### src/rtl/memmap_pkg.sv
package memmap_pkg;
  localparam int ADDR_W     = 16;
  localparam int NREG       = 6;
  localparam int NRANGE     = 7;
  localparam int NCFG       = 2;
  localparam int CFG_IDX_W  = (NCFG > 1) ? $clog2(NCFG) : 1;

  localparam int RG_CORE    = 0;
  localparam int RG_PERIPH  = 1;
  localparam int RG_RAM     = 2;
  localparam int RG_XFLAT   = 3;
  localparam int RG_XBANK   = 4;
  localparam int RG_BOOT    = 5;

  localparam int CFG_OVL    = 0;
  localparam int CFG_PARK   = 1;
  localparam logic [NCFG-1:0] CFG_RST = 2'b01;

  localparam int TOP_RANGE  = NRANGE - 1;

  function automatic logic [ADDR_W-1:0] range_hi(input int i);
    case (i)
      0:       range_hi = 16'h001F;
      1:       range_hi = 16'h007F;
      2:       range_hi = 16'h17FF;
      3:       range_hi = 16'h7FFF;
      4:       range_hi = 16'hBFFF;
      5:       range_hi = 16'hFDFF;
      default: range_hi = 16'hFFFF;
    endcase
  endfunction

  function automatic int range_region(input int i);
    case (i)
      0:       range_region = RG_CORE;
      1:       range_region = RG_PERIPH;
      2:       range_region = RG_RAM;
      3:       range_region = RG_XFLAT;
      4:       range_region = RG_XBANK;
      default: range_region = RG_XFLAT;
    endcase
  endfunction
endpackage

### src/rtl/memmap_bus_capture.sv
module memmap_bus_capture
  import memmap_pkg::*;
(
  input  logic              clk,
  input  logic              rst_n,
  input  logic [ADDR_W-1:0] addr,
  input  logic              rw,
  input  logic              acc_vld,
  output logic [ADDR_W-1:0] addr_q,
  output logic              rw_q,
  output logic              vld_q
);
  always_ff @(posedge clk or negedge rst_n) begin
    if (!rst_n) begin
      addr_q <= '0;
      rw_q   <= 1'b1;
      vld_q  <= 1'b0;
    end else begin
      addr_q <= addr;
      rw_q   <= rw;
      vld_q  <= acc_vld;
    end
  end
endmodule

### src/rtl/memmap_cfg_regs.sv
module memmap_cfg_regs
  import memmap_pkg::*;
(
  input  logic                 clk,
  input  logic                 rst_n,
  input  logic                 cfg_we,
  input  logic [CFG_IDX_W-1:0] cfg_idx,
  input  logic                 cfg_bit,
  output logic [NCFG-1:0]      cfg_q
);
  for (genvar i = 0; i < NCFG; i++) begin : g_bit
    always_ff @(posedge clk or negedge rst_n) begin
      if (!rst_n) begin
        cfg_q[i] <= CFG_RST[i];
      end else if (cfg_we && (cfg_idx == CFG_IDX_W'(i))) begin
        cfg_q[i] <= cfg_bit;
      end
    end
  end
endmodule

### src/rtl/memmap_region_dec.sv
module memmap_region_dec
  import memmap_pkg::*;
(
  input  logic [ADDR_W-1:0] addr_q,
  input  logic              live,
  input  logic              boot_ovl,
  output logic [NREG-1:0]   sel
);
  int unsigned idx;

  always_comb begin
    idx = TOP_RANGE;
    for (int i = NRANGE - 2; i >= 0; i--) begin
      if (addr_q <= range_hi(i)) idx = i;
    end
  end

  always_comb begin
    sel = '0;
    if (live) begin
      if (idx == TOP_RANGE) begin
        if (boot_ovl) sel[RG_BOOT]  = 1'b1;
        else          sel[RG_XFLAT] = 1'b1;
      end else begin
        sel[range_region(idx)] = 1'b1;
      end
    end
  end
endmodule

### src/rtl/memmap_strobe_gen.sv
module memmap_strobe_gen
  import memmap_pkg::*;
(
  input  logic [ADDR_W-1:0] addr_q,
  input  logic              rw_q,
  input  logic [NREG-1:0]   sel,
  input  logic              park_en,
  output logic              oe_n,
  output logic              we_n,
  output logic              cs_flat_n,
  output logic              cs_bank_n
);
  logic parked;
  logic flat_hit;
  logic bank_hit;
  logic ext_hit;

  always_comb begin
    parked    = park_en && (addr_q == {ADDR_W{1'b1}});
    flat_hit  = sel[RG_XFLAT] && !parked;
    bank_hit  = sel[RG_XBANK];
    ext_hit   = flat_hit || bank_hit;
    cs_flat_n = !flat_hit;
    cs_bank_n = !bank_hit;
    oe_n      = !(ext_hit && rw_q);
    we_n      = !(ext_hit && !rw_q);
  end
endmodule

### src/rtl/memmap_csdec.sv
module memmap_csdec
  import memmap_pkg::*;
(
  input  logic                 clk,
  input  logic                 rst_n,
  input  logic [ADDR_W-1:0]    addr,
  input  logic                 rw,
  input  logic                 acc_vld,
  input  logic                 cfg_we,
  input  logic [CFG_IDX_W-1:0] cfg_idx,
  input  logic                 cfg_bit,
  output logic [NREG-1:0]      region_sel,
  output logic                 oe_n,
  output logic                 we_n,
  output logic                 cs_flat_n,
  output logic                 cs_bank_n
);
  logic [ADDR_W-1:0] addr_q;
  logic              rw_q;
  logic              vld_q;
  logic [NCFG-1:0]   cfg_q;
  logic              live;

  memmap_bus_capture u_cap (
    .clk     (clk),
    .rst_n   (rst_n),
    .addr    (addr),
    .rw      (rw),
    .acc_vld (acc_vld),
    .addr_q  (addr_q),
    .rw_q    (rw_q),
    .vld_q   (vld_q)
  );

  memmap_cfg_regs u_cfg (
    .clk     (clk),
    .rst_n   (rst_n),
    .cfg_we  (cfg_we),
    .cfg_idx (cfg_idx),
    .cfg_bit (cfg_bit),
    .cfg_q   (cfg_q)
  );

  assign live = vld_q && acc_vld && rst_n;

  memmap_region_dec u_dec (
    .addr_q   (addr_q),
    .live     (live),
    .boot_ovl (cfg_q[CFG_OVL]),
    .sel      (region_sel)
  );

  memmap_strobe_gen u_stb (
    .addr_q    (addr_q),
    .rw_q      (rw_q),
    .sel       (region_sel),
    .park_en   (cfg_q[CFG_PARK]),
    .oe_n      (oe_n),
    .we_n      (we_n),
    .cs_flat_n (cs_flat_n),
    .cs_bank_n (cs_bank_n)
  );
endmodule

### config.mk
export PLATFORM = sky130hd
export DESIGN_NAME = memmap_csdec
export DESIGN_NICKNAME = d
export VERILOG_FILES = /design/src/rtl/memmap_pkg.sv /design/src/rtl/memmap_bus_capture.sv /design/src/rtl/memmap_cfg_regs.sv /design/src/rtl/memmap_region_dec.sv /design/src/rtl/memmap_strobe_gen.sv /design/src/rtl/memmap_csdec.sv
export SDC_FILE = /design/constraint.sdc
export NUM_CORES = 1
export LEC_CHECK = 0
export ABC_CLOCK_PERIOD_IN_PS = 2300
export BUFFER_PORTS_ARGS = -buffer_cell sky130_fd_sc_hd__buf_2
export CAP_MARGIN = 20
export CORE_MARGIN = 4
export CORE_UTILIZATION = 45
export CTS_BUF_LIST = sky130_fd_sc_hd__clkbuf_2
export CTS_CLUSTER_DIAMETER = 50
export DETAILED_ROUTE_END_ITERATION = 8
export PLACE_DENSITY = 0.75
export SLEW_MARGIN = 10
export SYNTH_ARGS = -nofsm -noshare
export SYNTH_HDL_FRONTEND = slang
export SYNTH_SLANG_ARGS = --single-unit
export TNS_END_PERCENT = 20
### constraint.sdc
create_clock -name clk -period 2.3 [get_ports clk]
set_clock_uncertainty 0.1 [all_clocks]
set_input_delay 0.46 -clock clk [delete_from_list [all_inputs] [get_ports clk]]
set_output_delay 0.46 -clock clk [all_outputs]
set_load 0.005 [all_outputs]
Yosys cells after proc, flatten, opt, wreduce, memory -nomap -nowiden --
Index checks and enable logic that the tools add are counted.
Operators by class: magnitude comparators 8, eq/ne operators 5, muxes and demuxes 18, bitwise operators 1, reduce and logical (&&, ||, !) cells 17
Operators by type and width (count):
- 32-bit 2-to-1 mux | 7
- 32-bit by 3-bit equality test with 1-bit output, second input constant | 2
- 32-bit by 1-bit equality test with 1-bit output, second input constant | 1
- 32-bit by 2-bit equality test with 1-bit output, second input constant | 1
- 32-bit by 1-bit >= comparator with 1-bit output, second input constant | 1
- 16-bit less-or-equal comparator, second input constant | 2
- 32-bit zero test | 1
- 32-bit by 5-bit < comparator with 1-bit output, second input constant | 1
- 16-bit equality test, second input constant | 1
- 16-bit by 13-bit less-or-equal comparator with 1-bit output, second input constant | 1
- 16-bit by 15-bit less-or-equal comparator with 1-bit output, second input constant | 1
- 16-bit by 5-bit less-or-equal comparator with 1-bit output, second input constant | 1
- 16-bit by 7-bit less-or-equal comparator with 1-bit output, second input constant | 1
- 3-bit one-hot mux with 4 select lines | 1
- 1-bit logical AND | 9
- 1-bit zero test | 6
- 1-bit 2-to-1 mux | 6
- 6-bit 2-to-1 mux | 1
- 1-bit demux with 3-bit select | 1
- 3-bit 2-to-1 mux | 1
- 2-bit 2-to-1 mux | 1
- 1-bit logical OR | 1
- 1-bit inverter | 1
Word-level totals: flip-flop bits (word level) 20, input port bits 23, output and inout port bits 10, word-level logic and storage cells 54

Longest topological paths before layout --
Gate-level depths: netlist of the first run.
depth after elaboration 21, gate-level depth with buffers 4, mapped depth without buffers 4

Cells and area by module --
From an unflattened synthesis of the first run, not the netlist that was laid out.
Unflattened totals: cells, all modules 59, area, all modules 755.7 µm²
Modules (own cells, without submodules):
- memmap_bus_capture | instances 1, cells each 18, area an instance 451.7 µm², sequential area each 451.7 µm²
- memmap_region_dec | instances 1, cells each 21, area an instance 113.9 µm², sequential area each 0.0 µm²
- memmap_cfg_regs | instances 1, cells each 6, area an instance 101.3 µm², sequential area each 51.3 µm²
- memmap_strobe_gen | instances 1, cells each 13, area an instance 82.6 µm², sequential area each 0.0 µm²
- memmap_csdec | instances 1, cells each 1, area an instance 6.3 µm², sequential area each 0.0 µm²

Worst setup path after synthesis of the first run --
No wires, ideal clock.
kind flip-flop to output port, from register u_cap.addr_q[12], to output region_sel[3], data arrival time 1.272 ns, required time 1.740 ns, setup slack 0.468 ns, stages on the path, launching flop included 5, buffers on the path 0, cells stage by stage dfrtp_1 nor4_4 a31oi_1 a211oi_2 and3_1
On the way: word-level cells in the longest chain between the ends 17, elaborated cells between the ends (all ways) 27, those cells by class order compare: 8; eq/ne: 4; mux: 13; reduce/logical: 2
Ends and longest elaborated chain:
- start: declaration | RTL line memmap_bus_capture.sv:9 | output logic [ADDR_W-1:0] addr_q,
- start signal: assignment | RTL line memmap_bus_capture.sv:19 | addr_q <= addr;
- 16-bit less-or-equal comparator | RTL line memmap_region_dec.sv:14 | if (addr_q <= range_hi(i)) idx = i;
- 2-bit 2-to-1 mux | RTL line memmap_region_dec.sv:14
- 32-bit 2-to-1 mux (4 in a row) | RTL line memmap_region_dec.sv:14
- 32-bit 2-to-1 mux * | RTL line memmap_region_dec.sv:14
- 32-bit by 3-bit equality test with 1-bit output, or another cell as far along | RTL line memmap_pkg.sv:34 | case (i)
- 3-bit one-hot mux with 4 select lines | RTL line memmap_pkg.sv:34
- 32-bit 2-to-1 mux | RTL line memmap_region_dec.sv:21 | if (idx == TOP_RANGE) begin
- 32-bit 2-to-1 mux | RTL line memmap_region_dec.sv:20 | if (live) begin
- 32-bit by 1-bit >= comparator with 1-bit output (not written as such) or 32-bit by 5-bit < comparator with 1-bit output (tied branches) | RTL line memmap_region_dec.sv:25 | sel[range_region(idx)] = 1'b1;
- 1-bit logical AND (not written as such) | RTL line memmap_region_dec.sv:25
- 1-bit 2-to-1 mux (not written as such) | RTL line memmap_region_dec.sv:25
- 1-bit demux with 3-bit select
- 1-bit 2-to-1 mux * | RTL line memmap_region_dec.sv:21
- 6-bit 2-to-1 mux * | RTL line memmap_region_dec.sv:20
- end: declaration | RTL line memmap_csdec.sv:12 | output logic [NREG-1:0] region_sel,
Every way passes the cells marked *; elsewhere a longest branch is shown, timed or not. The select of a mux whose other input is x is not followed.

Worst setup path after layout of the first run --
from register u_cap.addr_q[7], to output region_sel[3]
Same word-level chain as after synthesis.

==> results of run 1 <==
-- through the flow --
step	power, W	hold slack, ps	instance area [um2]	setup slack, ps
floorplan	0.000416	64.4	747	468
global placement	0.000450	366	935	347
detailed placement	0.000454	378	935	294
CTS	0.000703	10.7	987	9.21
global route	0.000730	6.61	987	-134
finish	0.000697	10.1	987	11.9
-- worst paths after layout --
check,start,to,slack (ps),cells after the start
setup reg to reg,u_cfg.cfg_q[0]$_DFFE_PN1P_,u_cfg.cfg_q[0]$_DFFE_PN1P_,1280,3
hold reg to reg,u_cfg.cfg_q[1]$_DFFE_PN0P_,u_cfg.cfg_q[1]$_DFFE_PN0P_,480,1
hold / removal,rst_n,u_cap.addr_q[6]$_DFF_PN0_,10,2
min in group clk,rw,u_cap.rw_q$_DFF_PN1_,120,1
setup / recovery,u_cap.addr_q[7]$_DFF_PN0_,region_sel[3],10,5
max in group asynchronous,rst_n,u_cfg.cfg_q[0]$_DFFE_PN1P_,1840,2
-- synthesized netlist by cell type (2+ instances only) --
cell type and instances:
dfrtp_1 18, nor2_1 5, a21oi_1 2, nand2b_1 2, nand2_1 5, and2_2 2
nor3_1 3, nand3_1 3, nand4_1 3, dfstp_2 2, inv_1 3
-- state kept, by name (all words and copies together) (netlist names) --
register / cells
u_cap.vld_q: 1
u_cfg.cfg_q: 2
u_cap.rw_q: 1
u_cap.addr_q: 16
-- what timing repair did --
action,CTS,global route
cloned,0,0
endpoints found under the setup margin,4,4
pin swaps,2,1
buffers inserted,1,0
-- power groups by stage --
| stage | clock, W | sequential, W | combinational [W] |
|---|---|---|---|
| after floorplan | 0 | 0.000392 | 0.0000240 |
| after global placement | 0 | 0.000394 | 0.0000558 |
| after detailed placement | 0 | 0.000395 | 0.0000587 |
| after CTS | 0.000255 | 0.000388 | 0.0000603 |
| after global routing | 0.000272 | 0.000391 | 0.0000669 |
| final | 0.000249 | 0.000389 | 0.0000593 |
-- logic make-up after synthesis --
kind of cell	after synthesis	share of synthesized area
compound gates	9	0.0905
buf+inv	3	0.0151
flops	20	0.673
mux	1	0.0151
simple gates	27	0.206
-- critical path, cell delays in order (launching register included) --
cell and delay [ps]:
dfrtp_1 440, nor4_4 310, a31oi_1 130, a211oi_2 250, and3_1 190, buf_2 110
-- cell type report --
cell class                      instances  area [um2]  share of cell area
Multi-Input combinational cell         37         233               0.236
Inverter                                3        11.3              0.0114
Sequential cell                        20         503               0.510
Clock buffer                            3        15.0              0.0152
Tap cell                               16        20.0              0.0203
Clock inverter                          1        30.0              0.0304
Timing Repair Buffer                   34         175               0.177
-- per-layer routing --
layer	wire, um	track usage	vias up
li1	-	-	287
met1	551	0.142	242
met2	705	0.217	25
met3	144	0.0337	2
met4	14	0.0404	0
met5	0	0	-
==> impl_metrics.py, run 1 <==
metrics = {
    "min_path": {
        "hold_path_class": "input pin to asynchronous set/reset pin",
    },
    "die": {
        "chipWidth_um": 48.7,
        "row_count": 14,
        "die_h_um": 48.7,
        "floorplan.die_area_um2": 2380,
        "core_area_um2": 1540,
        "io_pins": 33,
        "initial_core_util": 0.485,
    },
    "sta": {
        "hold_viol": 0,
        "slew_headroom": 0.776,
        "finalSetupViolCount": 0,
        "rsz0062_at_grt": "yes",
        "slew_violations": 0,
        "period_needed_ps": 2290,
        "fin_crit_sh": 0.995,
        "max_freq_ghz": 0.437,
        "setup_tns_ps": 0,
        "worst_pin_slew_ps": 332,
    },
    "layout": {
        "fillers": 132,
        "layout-drive-gt1-share": 0.490,
        "area_growth_pct": 32.2,
        "utilization": 0.640,
        "n_antenna_cell": 0,
        "nets": 122,
        "final_cell_mix": "32 x buf_2, 18 x dfrtp_1, 5 x nor2_1, 5 x nand2_1",
        "final_common_cell": "buf_2",
        "fin_cells": 114,
    },
    "global_route": {
        "grt_start_max_net_pins": 21,
        "gr-total-overflow": 0,
        "antenna_found_initial": 0,
        "grt_pass1_vias": 557,
        "grt.total_usage": 0.123,
        "grt_pass1_wl_um": 2320,
    },
    "yosys": {
        "ys_ff_latch": 20,
        "synthCells": 60,
        "ys_seq_area_frac": 0.673,
        "ys.flop_type": "dfrtp_1",
        "synth_edf_count": 0,
        "synth_area_leader_cell": "dfrtp_1",
        "ys_types": 23,
        "netlist_top_cells_area": "dfrtp_1 60%, dfstp_2 7.0%, nor4_4 2.8%, nand2_1 2.5%, nand4_1 2.5%",
        "synth_fp_nets": 83,
        "yosys_warnings": 0,
        "async_reset_ff_frac": 1.00,
        "synth_top_area_share": 0.603,
        "synth_area_um2": 747,
        "synthesis.area_per_instance_um2": 12.4,
    },
    "cts": {
        "clockBufferDepth": 2,
        "clk_pin_slew_worst_paths_ps": 180,
        "cts_resized": 0,
        "hold_buffers": 0,
        "root_buffer": "clkbuf_2",
        "clk_latency_ps": 310,
        "cts_sinks": 20,
        "tritoncts": "built",
        "htree_levels": 1,
        "numCtsBuffers": 3,
    },
    "routing": {
        "drc_errors": 0,
        "drt_iter0_markers": 12,
        "routed_wirelength_um": 1420,
        "viasPerCell": 4.88,
        "postRouteAntennaNets": 0,
        "first_pass_iters": 4,
        "via_count": 556,
        "post_drt_wl_per_cell_um": 12.4,
    },
    "critical_path": {
        "critPathCaptureType": "primary output",
        "cp_max_fo": 4,
        "crit_type": "flop to primary output",
        "worstPathRequired_ps": 1740,
        "crit_path_start_kind": "flop",
        "cp.arrival_ps": 1730,
    },
    "pwr": {
        "p_switching_w": 0.000141,
        "p_leak_nw": 0.468,
        "pwr-share-comb": 0.085,
        "pwr-share-seq": 0.557,
        "pwr-share-clk": 0.358,
        "p_int_w": 0.000556,
        "swShare": 0.202,
        "cellPowerDensity_nw_per_um2": 706,
        "vdd_drop_max_uv": 483,
    },
    "placed_design": {
        "gp_congestion": 0.807,
        "portBuffers": 32,
        "placed_cells": 109,
    },
    "status": {
        "outcome": "complete, no violations",
    },
    "flow_run": {
        "drv_cap": 0,
    },
}
Power figures use the tool's default switching activity.
==> run 2, diff against run 1 <==
--- a/config.mk
+++ b/config.mk
@@ -5,7 +5,7 @@
 export SDC_FILE = /design/constraint.sdc
 export NUM_CORES = 1
 export LEC_CHECK = 0
-export ABC_CLOCK_PERIOD_IN_PS = 2300
+export ABC_CLOCK_PERIOD_IN_PS = 2900
 export BUFFER_PORTS_ARGS = -buffer_cell sky130_fd_sc_hd__buf_2
 export CAP_MARGIN = 20
 export CORE_MARGIN = 4
==> constraint.sdc (replaced) <==
create_clock -name clk -period 2.9 [get_ports clk]
set_clock_uncertainty 0.1 [all_clocks]
set_input_delay 0.58 -clock clk [delete_from_list [all_inputs] [get_ports clk]]
set_output_delay 0.58 -clock clk [all_outputs]
set_load 0.005 [all_outputs]
==> run 2 against run 1 <==
Hold slack improved by 97 ps. Non-clock buffer count down 1. Critical path depth unchanged. Design area down 0.76%. Global-route usage fell by 1.1 points. Total power decreased by 21%. Sequential cell count unchanged. Final cell count down 0.88%. Register-to-register slack better by 640 ps. Die area is the same. Sequential share of layout area grew 0.39 points. Utilization decreased by 0.49 points. Largest cell class unchanged. Largest power group unchanged.
==> impl_metrics.py, run 2 (same netlist as run 1, synthesis figures left out) <==
metrics = {
    "status": {
        "outcome": "complete, no violations",
    },
    "cts": {
        "clk_pin_slew_worst_paths_ps": 190,
        "tritoncts": "built",
        "clk_latency_ps": 320,
        "htree_levels": 1,
        "cts_setup_buffers": 0,
        "clockBufferDepth": 2,
        "hold_buffers": 0,
        "numCtsBuffers": 3,
        "root_buffer": "clkbuf_2",
        "cts_sinks": 20,
        "cts_resized": 0,
    },
    "layout": {
        "stdcell_area_um2": 980,
        "final_cell_mix": "32 x buf_2, 18 x dfrtp_1, 5 x nor2_1, 5 x nand2_1",
        "reg.largest.list": "u_cap.addr_q: 16 flops, u_cfg.cfg_q: 2 flops",
        "n_antenna_cell": 0,
        "multi_input_area_um2": 233,
        "largest_register": "u_cap.addr_q",
        "seq_area_um2": 503,
        "area_growth_pct": 31.2,
        "layout-drive-gt1-share": 0.485,
        "fillers": 131,
        "largest_reg_flops": 16,
        "nets": 121,
        "final_common_cell": "buf_2",
    },
    "die": {
        "io_pins": 33,
        "chipWidth_um": 48.7,
        "core_area_um2": 1540,
        "floorplan.die_area_um2": 2380,
        "row_count": 14,
        "die_h_um": 48.7,
        "initial_core_util": 0.485,
    },
    "placed_design": {
        "preCtsSetupSlack_ps": 778,
        "gp_congestion": 0.820,
        "portBuffers": 32,
        "placed_area_um2": 935,
    },
    "critical_path": {
        "crit_path_start_kind": "flop",
        "rrSetupSlack_ps": 1920,
        "slowest_delay_ps": 470,
        "crit_type": "flop to primary output",
        "path_buf_inv": 1,
        "crit_family": "simple AND/OR/NAND/NOR gates",
        "critPathCaptureType": "primary output",
        "critPathLaunch": "u_cap.addr_q[12]$_DFF_PN0_",
        "cp.arrival_ps": 1810,
        "r2r-start": "u_cfg.cfg_q[0]$_DFFE_PN1P_",
        "cp_max_fo": 4,
        "critical_path.cell_chain": "nor4_4 -> a31oi_1 -> a211oi_2 -> and3_1 -> buf_2",
        "worstPathRequired_ps": 2220,
        "critPathSlowestCell": "dfrtp_1",
    },
    "min_path": {
        "hold_path_class": "input pin to asynchronous set/reset pin",
    },
    "global_route": {
        "gr-total-overflow": 0,
        "grt_pass1_wl_um": 2090,
        "grt.total_usage": 0.112,
        "grt_start_max_net_pins": 21,
        "antenna_found_initial": 0,
        "grt_pass1_vias": 507,
    },
    "routing": {
        "drt_iter0_markers": 0,
        "first_pass_iters": 1,
        "drc_errors": 0,
        "via_count": 555,
        "routed_wirelength_um": 1360,
        "viasPerCell": 4.91,
        "post_drt_wl_per_cell_um": 12.1,
        "postRouteAntennaNets": 0,
    },
    "pwr": {
        "cellPowerDensity_nw_per_um2": 565,
        "swShare": 0.204,
        "p_int_w": 0.000440,
        "pwr-share-seq": 0.556,
        "pwr-share-comb": 0.082,
        "pwr-share-clk": 0.362,
        "p_switching_w": 0.000113,
        "vdd_drop_max_uv": 436,
        "p_leak_nw": 0.464,
    },
    "sta": {
        "finalSetupViolCount": 0,
        "slew_headroom": 0.801,
        "fin_crit_sh": 0.859,
        "max_freq_ghz": 0.401,
        "slew_violations": 0,
        "hold_ws_ps": 107,
        "worst_slack_ps": 408,
        "worst_pin_slew_ps": 296,
        "rsz0062_at_grt": "no",
        "period_needed_ps": 2490,
        "hold_viol": 0,
        "setup_tns_ps": 0,
    },
    "flow_run": {
        "drv_cap": 0,
    },
}
-- run 2: power groups by stage --
stage / Sequential, W / Clock (W) / Combinational, W
after detailed placement: 0.000313 / 0 / 0.0000463
after CTS: 0.000308 / 0.000205 / 0.0000464
after global placement: 0.000312 / 0 / 0.0000442
after floorplan: 0.000311 / 0 / 0.0000191
after global routing: 0.000310 / 0.000220 / 0.0000509
final: 0.000308 / 0.000200 / 0.0000451
-- run 2: final timing paths --
check,end,cells past startpoint
max in group asynchronous,u_cap.rw_q$_DFF_PN1_,2
worst min-delay path,u_cap.addr_q[8]$_DFF_PN0_,2
worst max register to register,u_cfg.cfg_q[0]$_DFFE_PN1P_,3
min in group clk,u_cap.rw_q$_DFF_PN1_,1
worst min register to register,u_cfg.cfg_q[1]$_DFFE_PN0P_,1
worst max-delay path,region_sel[3],5
-- run 2: routing by layer --
layer / global-route usage / up-vias / wire length (um)
met3: 0.0368 / 2 / 144
li1: - / 286 / -
met1: 0.130 / 243 / 540
met5: 0 / - / 0
met4: 0.0404 / 0 / 17
met2: 0.191 / 24 / 661
-- run 2: area by class of cell --
cell class / instances / area share
multi-input cells: 37 / 0.238
inverters: 3 / 0.0115
repair buffers: 33 / 0.171
clock inverters: 1 / 0.0307
well taps: 16 / 0.0204
flip-flops and latches: 20 / 0.513
clock buffers: 3 / 0.0153
-- run 2: metrics by stage --
stage,total power [W],std cells,util
3_3_place_gp,0.000357,109,0.606
5_1_grt,0.000580,113,0.636
3_5_place_dp,0.000360,109,0.606
6_report,0.000553,113,0.636
2_1_floorplan,0.000330,60,-
4_1_cts,0.000560,113,0.636
==> run 3, diff against run 2 <==
==> constraint.sdc (replaced) <==
create_clock -name clk -period 2.9 [get_ports clk]
set_clock_uncertainty 0.1 [all_clocks]
set_input_delay 0.58 -clock clk [delete_from_list [all_inputs] [get_ports clk]]
set_output_delay 0.58 -clock clk [all_outputs]
set_load 0.02 [all_outputs]
==> run 3 against run 2 <==
Register-to-register slack barely moved. Fmax fell by 2.2%. Non-clock buffer count unchanged. Clock power is essentially flat. Highest routed layer unchanged.
==> impl_metrics.py, run 3 (same netlist as run 1, synthesis figures left out) <==
metrics = {
    "global_route": {
        "grt_pass1_wl_um": 2090,
        "grtUsageMet2": 0.198,
        "use_met1": 0.124,
        "gr-total-overflow": 0,
        "met3_usage": 0.0337,
        "grt.total_usage": 0.111,
        "grt_most_used_layer": "met2",
        "antenna_found_initial": 0,
        "grt_pass1_vias": 516,
        "grt_start_max_net_pins": 21,
    },
    "layout": {
        "area_growth_pct": 31.2,
        "layout-drive-gt1-share": 0.485,
        "stdcell_area_um2": 980,
        "final_common_cell": "buf_2",
        "final_cell_mix": "32 x buf_2, 18 x dfrtp_1, 5 x nor2_1, 5 x nand2_1",
        "utilization": 0.636,
        "n_antenna_cell": 0,
        "reg.largest.list": "u_cap.addr_q: 16 flops, u_cfg.cfg_q: 2 flops",
        "largest_reg_flops": 16,
        "largest_register": "u_cap.addr_q",
        "nets": 121,
    },
    "sta": {
        "rsz0062_at_grt": "no",
        "setup_tns_ps": 0,
        "worst_slack_ps": 353,
        "worst_pin_slew_ps": 315,
        "hold_viol": 0,
        "period_needed_ps": 2550,
        "max_freq_ghz": 0.393,
        "finalSetupViolCount": 0,
        "fin_crit_sh": 0.878,
        "slew_violations": 0,
        "slew_headroom": 0.788,
    },
    "cts": {
        "tritoncts": "built",
        "hold_buffers": 0,
        "numCtsBuffers": 3,
        "cts_setup_buffers": 0,
        "clk_latency_ps": 320,
        "cts_sinks": 20,
        "clk_pin_slew_worst_paths_ps": 190,
        "cts_resized": 0,
        "root_buffer": "clkbuf_2",
        "clockBufferDepth": 2,
        "htree_levels": 1,
    },
    "routing": {
        "drt_iter0_markers": 0,
        "first_pass_iters": 1,
        "routed_wirelength_um": 1390,
        "drc_errors": 0,
        "post_drt_wl_per_cell_um": 12.3,
        "via_count": 567,
        "viasPerCell": 5.02,
        "postRouteAntennaNets": 0,
    },
    "critical_path": {
        "cp_max_fo": 4,
        "worstPathRequired_ps": 2220,
        "crit_type": "flop to primary output",
        "cp.arrival_ps": 1870,
        "critPathCaptureType": "primary output",
        "path_buf_inv": 1,
        "slowest_delay_ps": 470,
        "critical_path.cell_chain": "nor4_4 -> a31oi_1 -> a211oi_2 -> and3_1 -> buf_2",
        "crit_path_start_kind": "flop",
        "critPathSlowestCell": "dfrtp_1",
        "crit_family": "simple AND/OR/NAND/NOR gates",
    },
    "die": {
        "row_count": 14,
        "chipWidth_um": 48.7,
        "floorplan.die_area_um2": 2380,
        "initial_core_util": 0.485,
        "io_pins": 33,
        "die_h_um": 48.7,
        "core_area_um2": 1540,
    },
    "pwr": {
        "cellPowerDensity_nw_per_um2": 569,
        "vdd_drop_max_uv": 392,
        "p_leak_nw": 0.464,
        "p_switching_w": 0.000117,
        "swShare": 0.210,
        "pwr-share-clk": 0.361,
        "pwr-share-comb": 0.087,
        "p_int_w": 0.000440,
        "pwr-share-seq": 0.552,
    },
    "placed_design": {
        "gp_congestion": 0.820,
        "portBuffers": 32,
        "placed_area_um2": 935,
        "preCtsSetupSlack_ps": 719,
    },
    "flow_run": {
        "drv_cap": 0,
    },
    "status": {
        "outcome": "complete, no violations",
    },
    "min_path": {
        "hold_path_class": "input pin to asynchronous set/reset pin",
    },
}
[run 3: per-layer routing]
layer / share of wire / vias to the layer above
met5: 0 / -
met1: 0.39 / 254
met3: 0.10 / 2
li1: - / 287
met2: 0.50 / 24
met4: 0.012 / 0
[run 3: cell type report]
class                           count  area [um2]
Inverter                            3        11.3
Fill cell                         126         562
Sequential cell                    20         503
Timing Repair Buffer               33         168
Clock buffer                        3        15.0
Tap cell                           16        20.0
Multi-Input combinational cell     37         233
Clock inverter                      1        30.0
[run 3: final timing paths]
path / startpoint / cells past startpoint / end / slack [ps]
setup / recovery: u_cap.addr_q[12]$_DFF_PN0_ / 5 / region_sel[3] / 350
hold / removal: rst_n / 2 / u_cap.addr_q[8]$_DFF_PN0_ / 110
setup reg to reg: u_cfg.cfg_q[0]$_DFFE_PN1P_ / 3 / u_cfg.cfg_q[0]$_DFFE_PN1P_ / 1930
hold reg to reg: u_cfg.cfg_q[1]$_DFFE_PN0P_ / 1 / u_cfg.cfg_q[1]$_DFFE_PN0P_ / 470
max in group asynchronous: rst_n / 2 / u_cap.rw_q$_DFF_PN1_ / 2330
min in group clk: rw / 1 / u_cap.rw_q$_DFF_PN1_ / 230
[run 3: power groups by stage]
stage / clock network [W] / logic (W) / registers, W
global placement: 0 / 0.0000471 / 0.000312
finish: 0.000201 / 0.0000483 / 0.000308
detailed placement: 0 / 0.0000493 / 0.000313
global route: 0.000218 / 0.0000536 / 0.000310
CTS: 0.000203 / 0.0000494 / 0.000308
floorplan: 0 / 0.0000219 / 0.000311
[run 3: through the flow]
stage / hold WS (ps) / power (W) / std cells
6_report: 114 / 0.000557 / 113
2_1_floorplan: 184 / 0.000332 / 60
3_3_place_gp: 399 / 0.000360 / 109
5_1_grt: 116 / 0.000581 / 113
4_1_cts: 119 / 0.000561 / 113
3_5_place_dp: 438 / 0.000363 / 109
[run 3: worst register-to-register path: stages, from the launching register on]
cell and delay [ps]:
dfstp_2 570, inv_1 50, a21oi_1 110, a31o_2 110
